[src/rtl/smu_pkg.sv]
package smu_pkg;
  localparam int VW = 128;
  localparam int LW = 32;
  localparam int NL = VW / LW;
  localparam int NB = VW / 8;
  localparam int SB = LW / 8;

  typedef enum logic [1:0] {PFX_NONE = 2'd0, PFX_66 = 2'd1, PFX_F3 = 2'd2, PFX_F2 = 2'd3} pfx_e;
  typedef enum logic [2:0] {
    OP_BAD, OP_FULL_WR, OP_FULL_ST, OP_SS_WR, OP_SS_ST, OP_DUP_LO, OP_DUP_HI
  } op_e;

  // Replicate the even (take_odd=0) or odd (take_odd=1) lane of each pair.
  function automatic logic [VW-1:0] dup_pairs(input logic [VW-1:0] v, input logic take_odd);
    logic [VW-1:0] r;
    for (int p = 0; p < NL / 2; p++) begin
      r[(2*p)*LW +: LW]   = v[(2*p + int'(take_odd))*LW +: LW];
      r[(2*p+1)*LW +: LW] = v[(2*p + int'(take_odd))*LW +: LW];
    end
    return r;
  endfunction

  // Low lane from src; upper lanes kept from dst or cleared.
  function automatic logic [VW-1:0] scalar_lane(input logic [VW-1:0] dst,
                                                input logic [VW-1:0] src,
                                                input logic clear_hi);
    logic [VW-1:0] r;
    r = clear_hi ? '0 : dst;
    r[LW-1:0] = src[LW-1:0];
    return r;
  endfunction
endpackage

[src/rtl/smu_decode.sv]
module smu_decode
  import smu_pkg::*;
(
  input  logic [1:0] pfx,
  input  logic [7:0] opc,
  input  logic       rm_is_mem,
  output op_e        op
);
  localparam logic [7:0] OPC_LD  = 8'h10;
  localparam logic [7:0] OPC_ST  = 8'h11;
  localparam logic [7:0] OPC_DLO = 8'h12;
  localparam logic [7:0] OPC_DHI = 8'h16;

  always_comb begin
    op = OP_BAD;
    unique case (pfx_e'(pfx))
      PFX_NONE, PFX_66: begin
        if (opc == OPC_LD)      op = OP_FULL_WR;
        else if (opc == OPC_ST) op = rm_is_mem ? OP_FULL_ST : OP_FULL_WR;
      end
      PFX_F3: begin
        if (opc == OPC_LD)       op = OP_SS_WR;
        else if (opc == OPC_ST)  op = rm_is_mem ? OP_SS_ST : OP_SS_WR;
        else if (opc == OPC_DLO) op = OP_DUP_LO;
        else if (opc == OPC_DHI) op = OP_DUP_HI;
      end
      default: op = OP_BAD;
    endcase
  end
endmodule

[src/rtl/smu_lanes.sv]
module smu_lanes
  import smu_pkg::*;
(
  input  op_e             op,
  input  logic            rm_is_mem,
  input  logic [VW-1:0]   src_data,
  input  logic [VW-1:0]   dst_data,
  output logic            wr,
  output logic            st,
  output logic            bad,
  output logic [VW-1:0]   res,
  output logic [VW-1:0]   sdata,
  output logic [NB-1:0]   sbe
);
  localparam logic [NB-1:0] BE_SCALAR = NB'((1 << SB) - 1);

  always_comb begin
    wr    = 1'b0;
    st    = 1'b0;
    bad   = 1'b0;
    res   = '0;
    sdata = '0;
    sbe   = '0;
    unique case (op)
      OP_FULL_WR: begin wr = 1'b1; res = src_data; end
      OP_FULL_ST: begin st = 1'b1; sdata = src_data; sbe = '1; end
      OP_SS_WR:   begin wr = 1'b1; res = scalar_lane(dst_data, src_data, rm_is_mem); end
      OP_SS_ST:   begin st = 1'b1; sdata = scalar_lane('0, src_data, 1'b1); sbe = BE_SCALAR; end
      OP_DUP_LO:  begin wr = 1'b1; res = dup_pairs(src_data, 1'b0); end
      OP_DUP_HI:  begin wr = 1'b1; res = dup_pairs(src_data, 1'b1); end
      default:    bad = 1'b1;
    endcase
  end
endmodule

[src/rtl/simd_move_unit.sv]
module simd_move_unit
  import smu_pkg::*;
(
  input  logic          clk,
  input  logic          rst_n,
  input  logic          in_valid,
  input  logic [1:0]    pfx,
  input  logic [7:0]    opc,
  input  logic          rm_is_mem,
  input  logic [127:0]  src_data,
  input  logic [127:0]  dst_data,
  output logic          out_valid,
  output logic          wr_en,
  output logic [127:0]  result,
  output logic          st_en,
  output logic [127:0]  st_data,
  output logic [15:0]   st_be,
  output logic          invalid_op
);
  op_e             dec_op;
  logic            nx_wr, nx_st, nx_bad;
  logic [VW-1:0]   nx_res, nx_sdata;
  logic [NB-1:0]   nx_be;
  logic            scalar_mem_load;

  smu_decode u_dec (.pfx(pfx), .opc(opc), .rm_is_mem(rm_is_mem), .op(dec_op));

  smu_lanes u_lanes (
    .op(dec_op), .rm_is_mem(rm_is_mem), .src_data(src_data), .dst_data(dst_data),
    .wr(nx_wr), .st(nx_st), .bad(nx_bad), .res(nx_res), .sdata(nx_sdata), .sbe(nx_be)
  );

  assign scalar_mem_load = in_valid && (dec_op == OP_SS_WR) && rm_is_mem && (opc == 8'h10);

  always_ff @(posedge clk) begin
    if (!rst_n) begin
      out_valid  <= 1'b0;
      wr_en      <= 1'b0;
      st_en      <= 1'b0;
      invalid_op <= 1'b0;
      result     <= '0;
      st_data    <= '0;
      st_be      <= '0;
    end else begin
      out_valid  <= in_valid;
      wr_en      <= in_valid && nx_wr;
      st_en      <= in_valid && nx_st;
      invalid_op <= in_valid && nx_bad;
      if (in_valid) begin
        result  <= nx_res;
        st_data <= nx_sdata;
        st_be   <= nx_be;
      end
    end
  end

  // presentation follows a strobe by exactly one cycle
  p_one_cycle_r9: assert property (@(posedge clk) disable iff (!rst_n)
    out_valid |-> $past(in_valid));
  p_quiet_idle_r9: assert property (@(posedge clk) disable iff (!rst_n)
    !out_valid |-> (!wr_en && !st_en && !invalid_op));
  // invalid pairs never write nor store
  p_invalid_silent_r8: assert property (@(posedge clk) disable iff (!rst_n)
    invalid_op |-> (!wr_en && !st_en));
  // a store never also writes the register
  p_store_no_write_r5: assert property (@(posedge clk) disable iff (!rst_n)
    !(wr_en && st_en));
  // store mask is either whole vector or one lane
  p_be_shape_r7: assert property (@(posedge clk) disable iff (!rst_n)
    st_en |-> (st_be == 16'hFFFF || st_be == 16'h000F));
  // a scalar memory load leaves upper bits clear
  p_zero_ext_r4: assert property (@(posedge clk) disable iff (!rst_n)
    scalar_mem_load |=> (wr_en && result[127:32] == '0));
endmodule

[config.mk]
export PLATFORM = sky130hd
export DESIGN_NAME = simd_move_unit
export DESIGN_NICKNAME = d
export VERILOG_FILES = /design/src/rtl/smu_pkg.sv /design/src/rtl/smu_decode.sv /design/src/rtl/smu_lanes.sv /design/src/rtl/simd_move_unit.sv
export SDC_FILE = /design/constraint.sdc
export NUM_CORES = 1
export LEC_CHECK = 0
export BUFFER_PORTS_ARGS = -buffer_cell sky130_fd_sc_hd__buf_2
export CAP_MARGIN = 20
export CORE_AREA = 2 2 215 217
export CTS_BUF_LIST = sky130_fd_sc_hd__clkbuf_16
export DETAILED_ROUTE_END_ITERATION = 6
export DIE_AREA = 0 0 217 219
export GPL_ROUTABILITY_DRIVEN = 0
export MAX_ROUTING_LAYER = met4
export PLACE_DENSITY = 0.5
export SLEW_MARGIN = 15
export SYNTH_ARGS = -nofsm -noshare
export SYNTH_HDL_FRONTEND = slang
export SYNTH_SLANG_ARGS = --single-unit
[constraint.sdc]
create_clock -name clk -period 2 [get_ports clk]
set_input_delay 0.2 -clock clk [delete_from_list [all_inputs] [get_ports clk]]
set_output_delay 0.2 -clock clk [all_outputs]
set_load 0.02 [all_outputs]
==> results_dict.tcl <==
set metrics [dict create \
    synth_common_cells "dfxtp_1, a22o_1, nand2_1" \
    max-cap-violations 0 \
    die-area_mm2 0.0475 \
    synth-main-ff-cell "dfxtp_1" \
    htreeDepth 1 \
    dieWidth_um 217 \
    dr.pass1.iters 7 \
    fp.dieH_um 219 \
    tns_ns 0 \
    multi_input_area_mm2 0.00396 \
    worst_r2r_endpoint "result[77]" \
    rsz0062_at_grt "false" \
    critPathBufInv 3 \
    avgSynthCellArea_um2 11.0 \
    hold_viol 0 \
    antenna_left 0 \
    vdd_drop_max_mv 0.557 \
    worstPathCellList "buf_2 -> and3b_1 -> a32o_4 -> buf_4 -> a222oi_1 -> dlygate4sd3_1 -> o21ai_1" \
    fin_crit_ns 1.83 \
    register_area_mm2 0.00525 \
    post-route-period-util_pct 91.5 \
    failed_checks "DRC" \
    synth_cell_types 32 \
    start_kind "primary input" \
    synth_most_common_cell "dfxtp_1" \
    grt_max_degree 82 \
    place_hpwl_um 30300 \
    rr_startpoint "result[77]" \
    cp.arrival_ns 2.27 \
    grt_overflow 0 \
    yosysSeqAreaShare_pct 54.2 \
    synth_top_area_cell "dfxtp_1" \
    final_nets 1865 \
    crit_path_top_delay_cell "dlygate4sd3_1" \
    grt_pass1_wl_um 66100 \
    root_buffer "clkbuf_16" \
    hold-path-cell-count 3 \
    maxSlewHeadroom_pct 65.9 \
    initialDrtViolationCount 960 \
    synth_seq_cells 262 \
    cts_tree "yes" \
    outcome "complete, but fails checks" \
    fin_skew_ns 0 \
    crit_fanout 19 \
    layoutNonFillerInstCount 2220 \
    setup_violations 0 \
    clk_pin_slew_ns 0.06 \
    coreArea_mm2 0.0451 \
    num_rows 78 \
    syn_inst 879 \
    setup.worst_path.class "in -> reg" \
    routed_wl_um 45100 \
    cp_top_family "buffers and inverters" \
    antenna_found_initial 2 \
    cts_buffers 30 \
    drc_errors 11 \
    cp_slowest_stage_delay_ns 0.61 \
    worstHoldEndpoint "result[66]" \
    insertion_delay_ns 0.56 \
    regToRegSetupSlack_ns 0.65 \
    track_usage_pct 18.3 \
    hold_path_class "in -> reg" \
    portBuffers 513 \
    cp_data_required_time_ns 2.44 \
    leakagePower_nw 7.55 \
    min_from "dst_data[66]" \
    netlist.area_leader.share_pct 54.2 \
    fill_cells 4504 \
    layout-drive-gt1-share_pct 38.0 \
    wl_per_cell_um 20.3 \
    clk_path_buf_depth 3 \
    boundaryPins 546 \
    area_growth_pct 69.0 \
    dp.cells 1932 \
    power_density_mw_per_mm2 709 \
    via_per_inst 4.90 \
    r2r_cells 3 \
    critPathCaptureType "register" \
    synthTopCellsByArea "dfxtp_1, a22o_1, a221o_1" \
    vias 10874 \
    syn-cell-area_mm2 0.00968 \
    slew_viol_final 0 \
    fmax_ghz 0.546 \
    synth_enable_flop_cells 0 \
    worstMarginPinSlew_ns 0.511 \
    numClockSinks 262 \
    yosys_warnings 0 \
    initial_core_util_pct 21.5 \
    synth-async-reset-ratio_pct 0 \
    synth_nets 1149 \
    grt_pass1_vias 11158 \
]
-- what timing repair did --
item                                   CTS  global route
endpoints found under the hold margin  257             0
setup endpoints to repair                0             0
hold buffers                           231             0
resized for setup                        0             0
buffers inserted                         0             0
-- layout make-up --
cell class              count  share of cell area [%]
repair buffers            788                    33.4
flip-flops and latches    262                    32.1
multi-input cells         510                    24.2
clock buffers              31                    4.74
well taps                 600                    4.59
clock inverters            23                   0.956
inverters                   3                  0.0688
diodes                      3                  0.0459
-- how the worst max path moves through the flow --
stage          slack, ns    from  cells past startpoint     endpoint
2_1_floorplan       0.46  opc[2]                      7   result[10]
3_5_place_dp        0.02  opc[3]                      8  st_data[60]
4_1_cts             0.18  opc[3]                      9   result[77]
6_report            0.17  pfx[1]                      7  result[103]
5_1_grt             0.06  opc[1]                      9   result[84]
3_3_place_gp        0.05  opc[3]                      8  st_data[62]
-- cells in the final DEF (no fill, tap or decap), types with 3 or more instances in the layout --
master,count
clkinv_2,10
diode_2,3
nand2_1,67
and2_1,65
o21ai_1,29
o21ai_0,36
clkinv_1,7
a222oi_1,64
clkbuf_16,31
buf_2,513
buf_4,24
a221o_1,64
inv_1,5
buf_12,20
dfxtp_1,262
a22o_1,160
dlygate4sd3_1,231
-- per-layer routing --
layer	wire length, um	global-route usage [%]	vias to the layer above
li1	-	-	4897
met1	18000	21.2	5237
met2	21700	30.5	613
met3	3700	3.98	127
met4	1690	8.08	0
met5	0	-	-
-- report_power, final --
group | total (mW) | leakage, nW | switching [mW] | internal, mW
Clock | 5.32 | 0.481 | 2.28 | 3.04
Combinational | 1.06 | 4.96 | 0.478 | 0.581
Sequential | 5.22 | 2.11 | 0.00149 | 5.22
Total | 11.6 | 7.55 | 2.76 | 8.84
-- kinds of logic after synthesis --
kind of cell / count (synthesis) / share of synthesized area [%]
AND/OR/NAND/NOR: 149 / 8.39
buffers and inverters: 107 / 5.53
AO/OA/AOI/OAI: 361 / 31.9
flip-flops: 262 / 54.2
-- worst reg2reg max path: stages (launching register included) --
cell and delay (ns):
dfxtp_1 0.32, and2_1 0.13, a221o_1 0.25, dlygate4sd3_1 0.55
-- state kept, by name (all words and copies together), names as in the netlist --
signal / flops
result: 128
st_data: 128
st_be: 2
invalid_op: 1
out_valid: 1
st_en: 1
wr_en: 1
-- per-stage QoR --
stage	power (mW)	setup WS, ns	area [um^2]	util, %	hold slack [ns]
2_1_floorplan	5.54	0.456	9680	-	0.325
3_3_place_gp	6.03	0.0483	13100	29.1	0.434
3_5_place_dp	6.03	0.0204	13100	29.1	0.438
4_1_cts	11.7	0.177	16400	36.3	0.0319
5_1_grt	12.0	0.0637	16400	36.3	0.0620
6_report	11.6	0.170	16400	36.3	0.0469
Power figures use the tool's default switching activity.
